File: src/rtl/xfer_pkg.sv
`timescale 1ns/1ps
// Package xfer_pkg
// Shared sizes and the decoded-instruction record used by the transfer
// executor. Assumes an 8-bit datapath, 32 registers and a 64-entry I/O space.
package xfer_pkg;

    localparam int DATA_W  = 8;
    localparam int NREG    = 32;
    localparam int NIO     = 64;
    localparam int RIDX_W  = $clog2(NREG);
    localparam int IOA_W   = $clog2(NIO);
    localparam int INSTR_W = 16;

    typedef enum logic [2:0] {
        OP_IDLE = 3'd0,
        OP_MOV  = 3'd1,
        OP_PAIR = 3'd2,
        OP_LDK  = 3'd3,
        OP_IORD = 3'd4,
        OP_IOWR = 3'd5,
        OP_BAD  = 3'd6
    } op_e;

    typedef struct packed {
        op_e                op;
        logic [RIDX_W-1:0]  dst;
        logic [RIDX_W-1:0]  src;
        logic [DATA_W-1:0]  imm;
        logic [IOA_W-1:0]   ioa;
    } dec_t;

endpackage

File: src/rtl/xfer_decode.sv
`timescale 1ns/1ps
// Module xfer_decode
// Purely combinational decoder. It splits a 16-bit word into an operation,
// register indices, an 8-bit constant and an I/O address. Operand bits that
// lie scattered in the word are gathered here. Assumes one word per cycle;
// the valid strobe selects between idle and a real decode.
module xfer_decode
    import xfer_pkg::*;
(
    input  logic               valid,
    input  logic [INSTR_W-1:0] word,
    output dec_t               dec
);

    localparam logic [5:0] PFX_MOV  = 6'b001011;
    localparam logic [7:0] PFX_PAIR = 8'b0000_0001;
    localparam logic [3:0] PFX_LDK  = 4'b1110;
    localparam logic [4:0] PFX_IORD = 5'b10110;
    localparam logic [4:0] PFX_IOWR = 5'b10111;

    logic hit_mov, hit_pair, hit_ldk, hit_iord, hit_iowr;

    // Match each fixed opcode prefix.
    always_comb begin
        hit_mov  = (word[15:10] == PFX_MOV);
        hit_pair = (word[15:8]  == PFX_PAIR);
        hit_ldk  = (word[15:12] == PFX_LDK);
        hit_iord = (word[15:11] == PFX_IORD);
        hit_iowr = (word[15:11] == PFX_IOWR);
    end

    // Choose the operation and gather its operand fields.
    always_comb begin
        dec      = '0;
        dec.op   = OP_IDLE;
        dec.imm  = {word[11:8], word[3:0]};
        dec.ioa  = {word[10:9], word[3:0]};
        if (valid) begin
            if (hit_mov) begin
                dec.op  = OP_MOV;
                dec.dst = word[8:4];
                dec.src = {word[9], word[3:0]};
            end else if (hit_pair) begin
                dec.op  = OP_PAIR;
                dec.dst = {word[7:4], 1'b0};
                dec.src = {word[3:0], 1'b0};
            end else if (hit_ldk) begin
                dec.op  = OP_LDK;
                dec.dst = {1'b1, word[7:4]};
            end else if (hit_iord) begin
                dec.op  = OP_IORD;
                dec.dst = word[8:4];
            end else if (hit_iowr) begin
                dec.op  = OP_IOWR;
                dec.src = word[8:4];
            end else begin
                dec.op  = OP_BAD;
            end
        end
    end

endmodule

File: src/rtl/xfer_regfile.sv
`timescale 1ns/1ps
// Module xfer_regfile
// General register file with two combinational read ports and two write
// ports. The second write port serves the odd half of a pair copy. Assumes
// the two write indices never collide; the executor drives port B only for
// pair copies, where its index is odd and port A's is even.
module xfer_regfile
    import xfer_pkg::*;
#(
    parameter int N = NREG,
    parameter int W = DATA_W,
    localparam int IW = $clog2(N)
)(
    input  logic          clk,
    input  logic          rst_n,
    input  logic [IW-1:0] ra_idx,
    output logic [W-1:0]  ra_data,
    input  logic [IW-1:0] rb_idx,
    output logic [W-1:0]  rb_data,
    input  logic          wa_en,
    input  logic [IW-1:0] wa_idx,
    input  logic [W-1:0]  wa_data,
    input  logic          wb_en,
    input  logic [IW-1:0] wb_idx,
    input  logic [W-1:0]  wb_data
);

    logic [W-1:0] regs [N];

    for (genvar g = 0; g < N; g++) begin : g_reg
        // Hold one register; port A wins if both ports ever aim at it.
        always_ff @(posedge clk) begin
            if (!rst_n)
                regs[g] <= '0;
            else if (wa_en && wa_idx == IW'(g))
                regs[g] <= wa_data;
            else if (wb_en && wb_idx == IW'(g))
                regs[g] <= wb_data;
        end
    end

    // Read both operand ports.
    always_comb begin
        ra_data = regs[ra_idx];
        rb_data = regs[rb_idx];
    end

endmodule

File: src/rtl/xfer_ioarray.sv
`timescale 1ns/1ps
// Module xfer_ioarray
// Byte-wide I/O location array with one write port and one combinational
// read port at the same address. A write lands at the edge, so a read of
// the same address shows the new value from the following cycle.
module xfer_ioarray
    import xfer_pkg::*;
#(
    parameter int N = NIO,
    parameter int W = DATA_W,
    localparam int AW = $clog2(N)
)(
    input  logic          clk,
    input  logic          rst_n,
    input  logic [AW-1:0] addr,
    input  logic          we,
    input  logic [W-1:0]  wdata,
    output logic [W-1:0]  rdata
);

    logic [W-1:0] loc [N];

    for (genvar g = 0; g < N; g++) begin : g_loc
        // Hold one location, loading it on an addressed write.
        always_ff @(posedge clk) begin
            if (!rst_n)
                loc[g] <= '0;
            else if (we && addr == AW'(g))
                loc[g] <= wdata;
        end
    end

    // Present the addressed location.
    always_comb rdata = loc[addr];

endmodule

File: src/rtl/xfer_exec.sv
`timescale 1ns/1ps
// Module xfer_exec
// Top of the transfer executor. It decodes the word, reads the operands,
// selects the write-back source and drives the I/O array. All side effects
// commit at one rising edge, so each instruction takes exactly one cycle.
// Assumes no stall: a valid word is executed in the cycle it is presented.
module xfer_exec
    import xfer_pkg::*;
(
    input  logic                clk,
    input  logic                rst_n,
    input  logic                instr_valid,
    input  logic [INSTR_W-1:0]  instr,
    output logic [IOA_W-1:0]    io_addr,
    output logic                io_we,
    output logic [DATA_W-1:0]   io_wdata,
    output logic [DATA_W-1:0]   io_rdata,
    output logic                illegal
);

    dec_t              dec;
    logic [DATA_W-1:0] opa, opb;
    logic              wa_en, wb_en;
    logic [RIDX_W-1:0] wb_idx, rb_idx;
    logic [DATA_W-1:0] wa_data;

    xfer_decode u_dec (
        .valid (instr_valid),
        .word  (instr),
        .dec   (dec)
    );

    // Odd partners of the even pair indices.
    always_comb begin
        rb_idx = {dec.src[RIDX_W-1:1], 1'b1};
        wb_idx = {dec.dst[RIDX_W-1:1], 1'b1};
    end

    // Select what lands in the destination register.
    always_comb begin
        wa_en   = 1'b0;
        wb_en   = 1'b0;
        wa_data = opa;
        unique case (dec.op)
            OP_MOV:  wa_en = 1'b1;
            OP_PAIR: begin
                wa_en = 1'b1;
                wb_en = 1'b1;
            end
            OP_LDK: begin
                wa_en   = 1'b1;
                wa_data = dec.imm;
            end
            OP_IORD: begin
                wa_en   = 1'b1;
                wa_data = io_rdata;
            end
            default: ;
        endcase
    end

    // Drive the I/O side and the illegal flag.
    always_comb begin
        io_addr  = dec.ioa;
        io_we    = (dec.op == OP_IOWR);
        io_wdata = opa;
        illegal  = (dec.op == OP_BAD);
    end

    xfer_regfile u_rf (
        .clk     (clk),
        .rst_n   (rst_n),
        .ra_idx  (dec.src),
        .ra_data (opa),
        .rb_idx  (rb_idx),
        .rb_data (opb),
        .wa_en   (wa_en),
        .wa_idx  (dec.dst),
        .wa_data (wa_data),
        .wb_en   (wb_en),
        .wb_idx  (wb_idx),
        .wb_data (opb)
    );

    xfer_ioarray u_io (
        .clk   (clk),
        .rst_n (rst_n),
        .addr  (io_addr),
        .we    (io_we),
        .wdata (io_wdata),
        .rdata (io_rdata)
    );

endmodule

File: config.mk
export PLATFORM = sky130hd
export DESIGN_NAME = xfer_exec
export DESIGN_NICKNAME = d
export VERILOG_FILES = /design/src/rtl/xfer_pkg.sv /design/src/rtl/xfer_decode.sv /design/src/rtl/xfer_regfile.sv /design/src/rtl/xfer_ioarray.sv /design/src/rtl/xfer_exec.sv
export SDC_FILE = /design/constraint.sdc
export NUM_CORES = 1
export LEC_CHECK = 0
export ABC_AREA = 1
export BUFFER_PORTS_ARGS = -buffer_cell sky130_fd_sc_hd__buf_2
export CAP_MARGIN = 20
export CORE_MARGIN = 1.5
export CORE_UTILIZATION = 42
export CTS_CLUSTER_SIZE = 12
export DETAILED_ROUTE_END_ITERATION = 8
export MAX_ROUTING_LAYER = met4
export PLACE_DENSITY = 0.66
export RECOVER_POWER = 100
export SYNTH_ARGS = -nofsm -noshare
export SYNTH_HDL_FRONTEND = slang
export SYNTH_SLANG_ARGS = --single-unit
export TNS_END_PERCENT = 30
File: constraint.sdc
create_clock -name clk -period 2.8 [get_ports clk]
set_input_delay 0.14 -clock clk [delete_from_list [all_inputs] [get_ports clk]]
set_output_delay 0.14 -clock clk [all_outputs]
set_load 0.01 [all_outputs]
# --- After elaboration in Yosys (flattened, before gate mapping) ---
# Memories as Yosys holds them, arrays and structs flattened.
# Index checks and enable logic that the tools add are counted.
totals:
  ff_bits: 0
  memories: 2
  ram_bits: 768
  inputBits: 19
  wordCells: 836
  out_inout_bits: 24
mem_list:
  columns: ["name", "depth", "word_bits", "rd", "rd_ports_with_merged_regs", "wr", "line_no", "source"]
  rows:
  - ["u_io.loc", 64, 8, 1, 0, 64, "xfer_ioarray.sv:21", "logic [W-1:0] loc [N];"]
  - ["u_rf.regs", 32, 8, 2, 0, 32, "xfer_regfile.sv:28", "logic [W-1:0] regs [N];"]
classes:
  mux: 483
  bitwise: 113
  n_eq_ne: 120
  reduce_logical: 118
op_table:
  columns: ["op", "n"]
  rows:
  - ["two-way mux 8 bit", 114]
  - ["two-way mux 1 bit", 359]
  - ["equality test 6 bit, second input constant", 32]
  - ["logical AND 1 bit", 113]
  - ["OR 1 bit", 113]
  - ["equality test 6 x 5 -> 1 bit, second input constant", 16]
  - ["equality test 5 bit, second input constant", 18]
  - ["equality test 6 x 4 -> 1 bit, second input constant", 9]
  - ["equality test 5 x 4 -> 1 bit, second input constant", 8]
  - ["two-way mux 13 bit", 3]
  - ["equality test 4 bit, second input constant", 9]
  - ["equality test 6 x 3 -> 1 bit, second input constant", 4]
  - ["equality test 5 x 3 -> 1 bit, second input constant", 4]
  - ["two-way mux 5 bit", 4]
  - ["equality test 4 x 3 -> 1 bit, second input constant", 4]
  - ["case mux 8 bit (2 select lines)", 1]
  - ["equality test 6 x 2 -> 1 bit, second input constant", 2]
  - ["equality test 5 x 2 -> 1 bit, second input constant", 2]
  - ["zero test 5 bit", 2]
  - ["equality test 3 bit, second input constant", 3]
  - ["equality test 4 x 2 -> 1 bit, second input constant", 2]
  - ["equality test 8 x 1 -> 1 bit, second input constant", 1]
  - ["equality test 3 x 2 -> 1 bit, second input constant", 2]
  - ["equality test 6 x 1 -> 1 bit, second input constant", 1]
  - ["7 further kinds", 8]

# --- Depth between registers and ports, before layout ---
logic_depth:
  word_depth: 16
  mapped_depth: 21
  depth_no_buf: 16

# --- Cells and area by module ---
# A second synthesis with hierarchy kept.
unflattened:
  hier_cells: 5038
  hier_area_um2: 41522.3
by_module_without_submodules:
  columns: ["mod", "instances", "area_each_um2", "cells_per_inst", "seq_area_each_um2"]
  rows:
  - ["xfer_ioarray", 1, 24917.6, 2808, 15374.7]
  - ["xfer_regfile", 1, 15790.1, 2066, 7687.4]
  - ["xfer_decode", 1, 501.7, 100, 0.0]
  - ["xfer_exec", 1, 312.8, 64, 0.0]

# --- Worst setup path after synthesis ---
# Ideal clock, no wire load.
synth_path:
  path_kind: "input to register"
  start: "input instr[12]"
  end: "memory u_io.loc[16][0] (netlist bit) (enable)"
  setup_slack_ps: 125
  cell_stages: 13
  required_time_ps: 2416
  path_buffers: 2
  t_arrival_ps: 2291
  setup_ps: 384
  path_cell_list: "inv_2 nand2_1 nor2_2 nand2_2 buf_6 nand3_1 nand2_1 nor2_1 inv_2 nor2_2 inv_1 clkbuf_1 o21ai_0"
synth_rtl:
  columns: ["item", "line_no", "source"]
  rows:
  - ["start, declared", "xfer_exec.sv:13", "input logic [INSTR_W-1:0] instr,"]
  - ["end, declared", "xfer_ioarray.sv:21", null]

# --- Worst setup path in the final report ---
layout_path:
  start: "input instr[0]"
  end: "output io_rdata[5]"
layout_between:
  elab_chain_cells: 1
layout_rtl:
  columns: ["item", "line_no", "source"]
  rows:
  - ["memory read (64 x 8 bit)", null, null]
  - ["end, declared", "xfer_exec.sv:17", "output logic [DATA_W-1:0] io_rdata,"]
# No other way between the ends.

==> run metrics <==
failing checks=setup timing; CP max FO=23; number of synthesized flops with an enable pin=around 770; drt drc=0; vias in the first global route=~31000; setup ws final=-0.08404 ns; Via density=between 5 and 6; min cycle time layout=slightly below 3 ns; Initial Util=between 40% and 50%; Max Buffers Root-to-Sink=3; critical path cell sequence=buf_2, inv_1, nor2_4, buf_12, buf_12, a22oi_1, a21oi_1, nor2_1, nor2_1, nor2_1, nand2_1, buf_4, buf_2; Max rail drop VDD=between 400 and 500 uV; CP peak stage delay=approximately 0.33 ns; CP max-delay cell=a21oi_1; first-pass GRT wire length=between 150 and 200 mm; CP required=around 2.7 ns; CP arrival=approximately 2.7 ns; commonest non-fill, non-tap cell in the layout=nand2_1; footprint of the multi-input gates=~0.013 mm^2; Pleak=about 0.018 uW; status=finished, violations left; area of the core=0.09029 mm^2; num rows=110; die area=~0.093 mm^2; most frequent CP cell=nor2_1; most frequent cells in the layout=nand2_1, edfxtp_1, nor2_1; Avg Cell Area, Syn=9.488 um^2; Reg clk slew, reported paths=roughly 0.06 ns; port bufs=42; Hold Path Class=input pin to flip-flop; initial antenna violation count=2; gpl congestion=roughly 1.1; crit share post-route=103.0%; final setup fails=2; number of iterations in the first detailed-routing pass=6; asr flop ratio synth=0%; Clock Skew=around 0.076 ns; synth warn=0; CP endpoint kind=output pin; Power per Cell Area=between 500 and 600 mW/mm^2; slew of the pin with the lowest slew margin=roughly 0.91 ns; Hold WS=0.3409 ns; max-slew violations=0; RSZ-0062 raised after global routing=true; Mapped Cells=~4000; hold buffer count at cts=0; Critical path buffers and inverters=6; DRT Wirelength=roughly 130 mm; GR Util All Layers=between 20% and 30%; Clock Sinks=768; Max-slew headroom=between 30 and 40%; routed len/inst=between 20 and 25 um; max-cap viol count=0; critical path type=input pin to output pin; post-synthesis cell area=0.03841 mm^2; initial drt markers=about 4300; endpoints failing hold=0; gr ovfl total=0; Startpoint Class=input pin; CTS H-tree depth=3; largest net degree at the start of global routing=113; root buf cell=clkbuf_16; synth-to-layout area growth=17.79%; hpwl dp=approximately 91 mm; Die Wd=roughly 300 um; family with the most delay on the worst path=buffers and inverters; Main synth FF type=edfxtp_1; Distinct cells, synth=38; Antenna Violating Nets Remaining=0; CTS tree=yes; Seq/Total Area, Yosys=between 60% and 70%; routed via count=32120; final layout net count=roughly 4400; die height=a little over 300 um; sequential cell area=approximately 0.023 mm^2; share of layout cells above drive strength 1=14.42%; setup TNS=-0.09143 ns; I/O pins=43; fillers=8335; fmax=about 350 MHz; Skew-Pair Late Insertion Delay=between 0.6 and 0.7 ns; Mapped Nets=~4100; CTS buffer count=84; register bit total from synthesis=~770
metal layers:
metal,part of all wire (%),up-vias,global-route usage (%)
met1,39,15470,36.59
met4,4.0,0,10.95
met5,0,-,-
met2,47,1793,43.57
met3,10,305,4.465
li1,-,14560,-
worst min-delay path: stages:
cell and delay, ns:
buf_6 0.13, buf_12 0.24, o21ai_0 0.16, clkbuf_1 0.18
power breakdown:
part           switching [uW]  total, uW  internal [uW]
clock network            4720      10900           6150
registers                 133      13200          13000
logic                    1960       2790            834
kinds of logic after synthesis:
family	after synthesis	synth area share [%]
AND/OR/NAND/NOR	2315	25.09
buffers and inverters	504	6.711
flip-flops	768	60.04
AO/OA/AOI/OAI	461	8.154
Yosys cell counts (2+ instances only):
cell type,number,area [um^2]
buf_1,13,48.80
buf_8,3,45.04
o21ai_1,4,20.02
nor3_1,4,20.02
nor2_1,740,2778
buf_4,47,352.8
edfxtp_1,768,23060
clkbuf_2,3,15.01
nor2_4,2,22.52
nor2_2,10,62.56
nand2_1,1054,3956
nand3b_1,32,240.2
and2_1,8,50.05
buf_2,63,315.3
nand3_1,412,2062
nor3_2,4,40.04
nand3_2,11,110.1
inv_2,29,108.9
o211ai_1,65,488.0
nand2_4,9,101.4
nand2_2,7,43.79
o21ai_0,113,565.5
clkbuf_1,104,390.4
inv_1,189,709.4
a21oi_1,18,90.09
a22oi_1,256,1922
or2_2,2,12.51
buf_6,51,574.3
nand4_1,18,112.6
stage by stage:
stage	utilization, %	instances	power, uW	setup WS, ns	cell area [um^2]
floorplan	-	4048	14780	0.1250	38410
global placement	48.32	5494	16280	-0.7018	43630
detailed placement	48.32	5494	16310	-0.7360	43630
CTS	51.30	5650	27090	0.03170	46320
global route	50.11	5651	27550	-0.04385	45240
finish	50.11	5651	26820	-0.08404	45240
state kept, by name, summed over array words and instances, names as in the netlist:
signal	flops
u_io.loc	512
u_rf.regs	256
repair_timing:
| item | CTS | global route |
|---|---|---|
| endpoints found under the setup margin | 34 | 49 |
| pin swaps | 1 | 2 |
| setup buffers | 2 | 0 |
| resized for setup | 1 | 24 |
layout make-up:
class | count | area share [%]
clock inverters | 44 | 0.9569
multi-input cells | 2776 | 28.54
well taps | 1176 | 3.252
clock buffers | 110 | 4.956
inverters | 219 | 1.825
flip-flops and latches | 768 | 50.98
repair buffers | 557 | 9.489
diodes | 1 | 0.005531
worst paths after layout:
kind         cells past startpoint                              to                           from  slack [ns]
max                             13                     io_rdata[5]                       instr[0]       -0.08
min                              4   u_io.loc[62][6]$_SDFFCE_PN0P_                          rst_n        0.34
max reg2reg                     13  u_rf.regs[20][2]$_SDFFCE_PN0P_  u_io.loc[60][2]$_SDFFCE_PN0P_        0.05
min reg2reg                      8      u_rf.regs[13][0]$_DFFE_PP_      u_rf.regs[3][0]$_DFFE_PP_        1.15
Power figures use the tool's default switching activity.
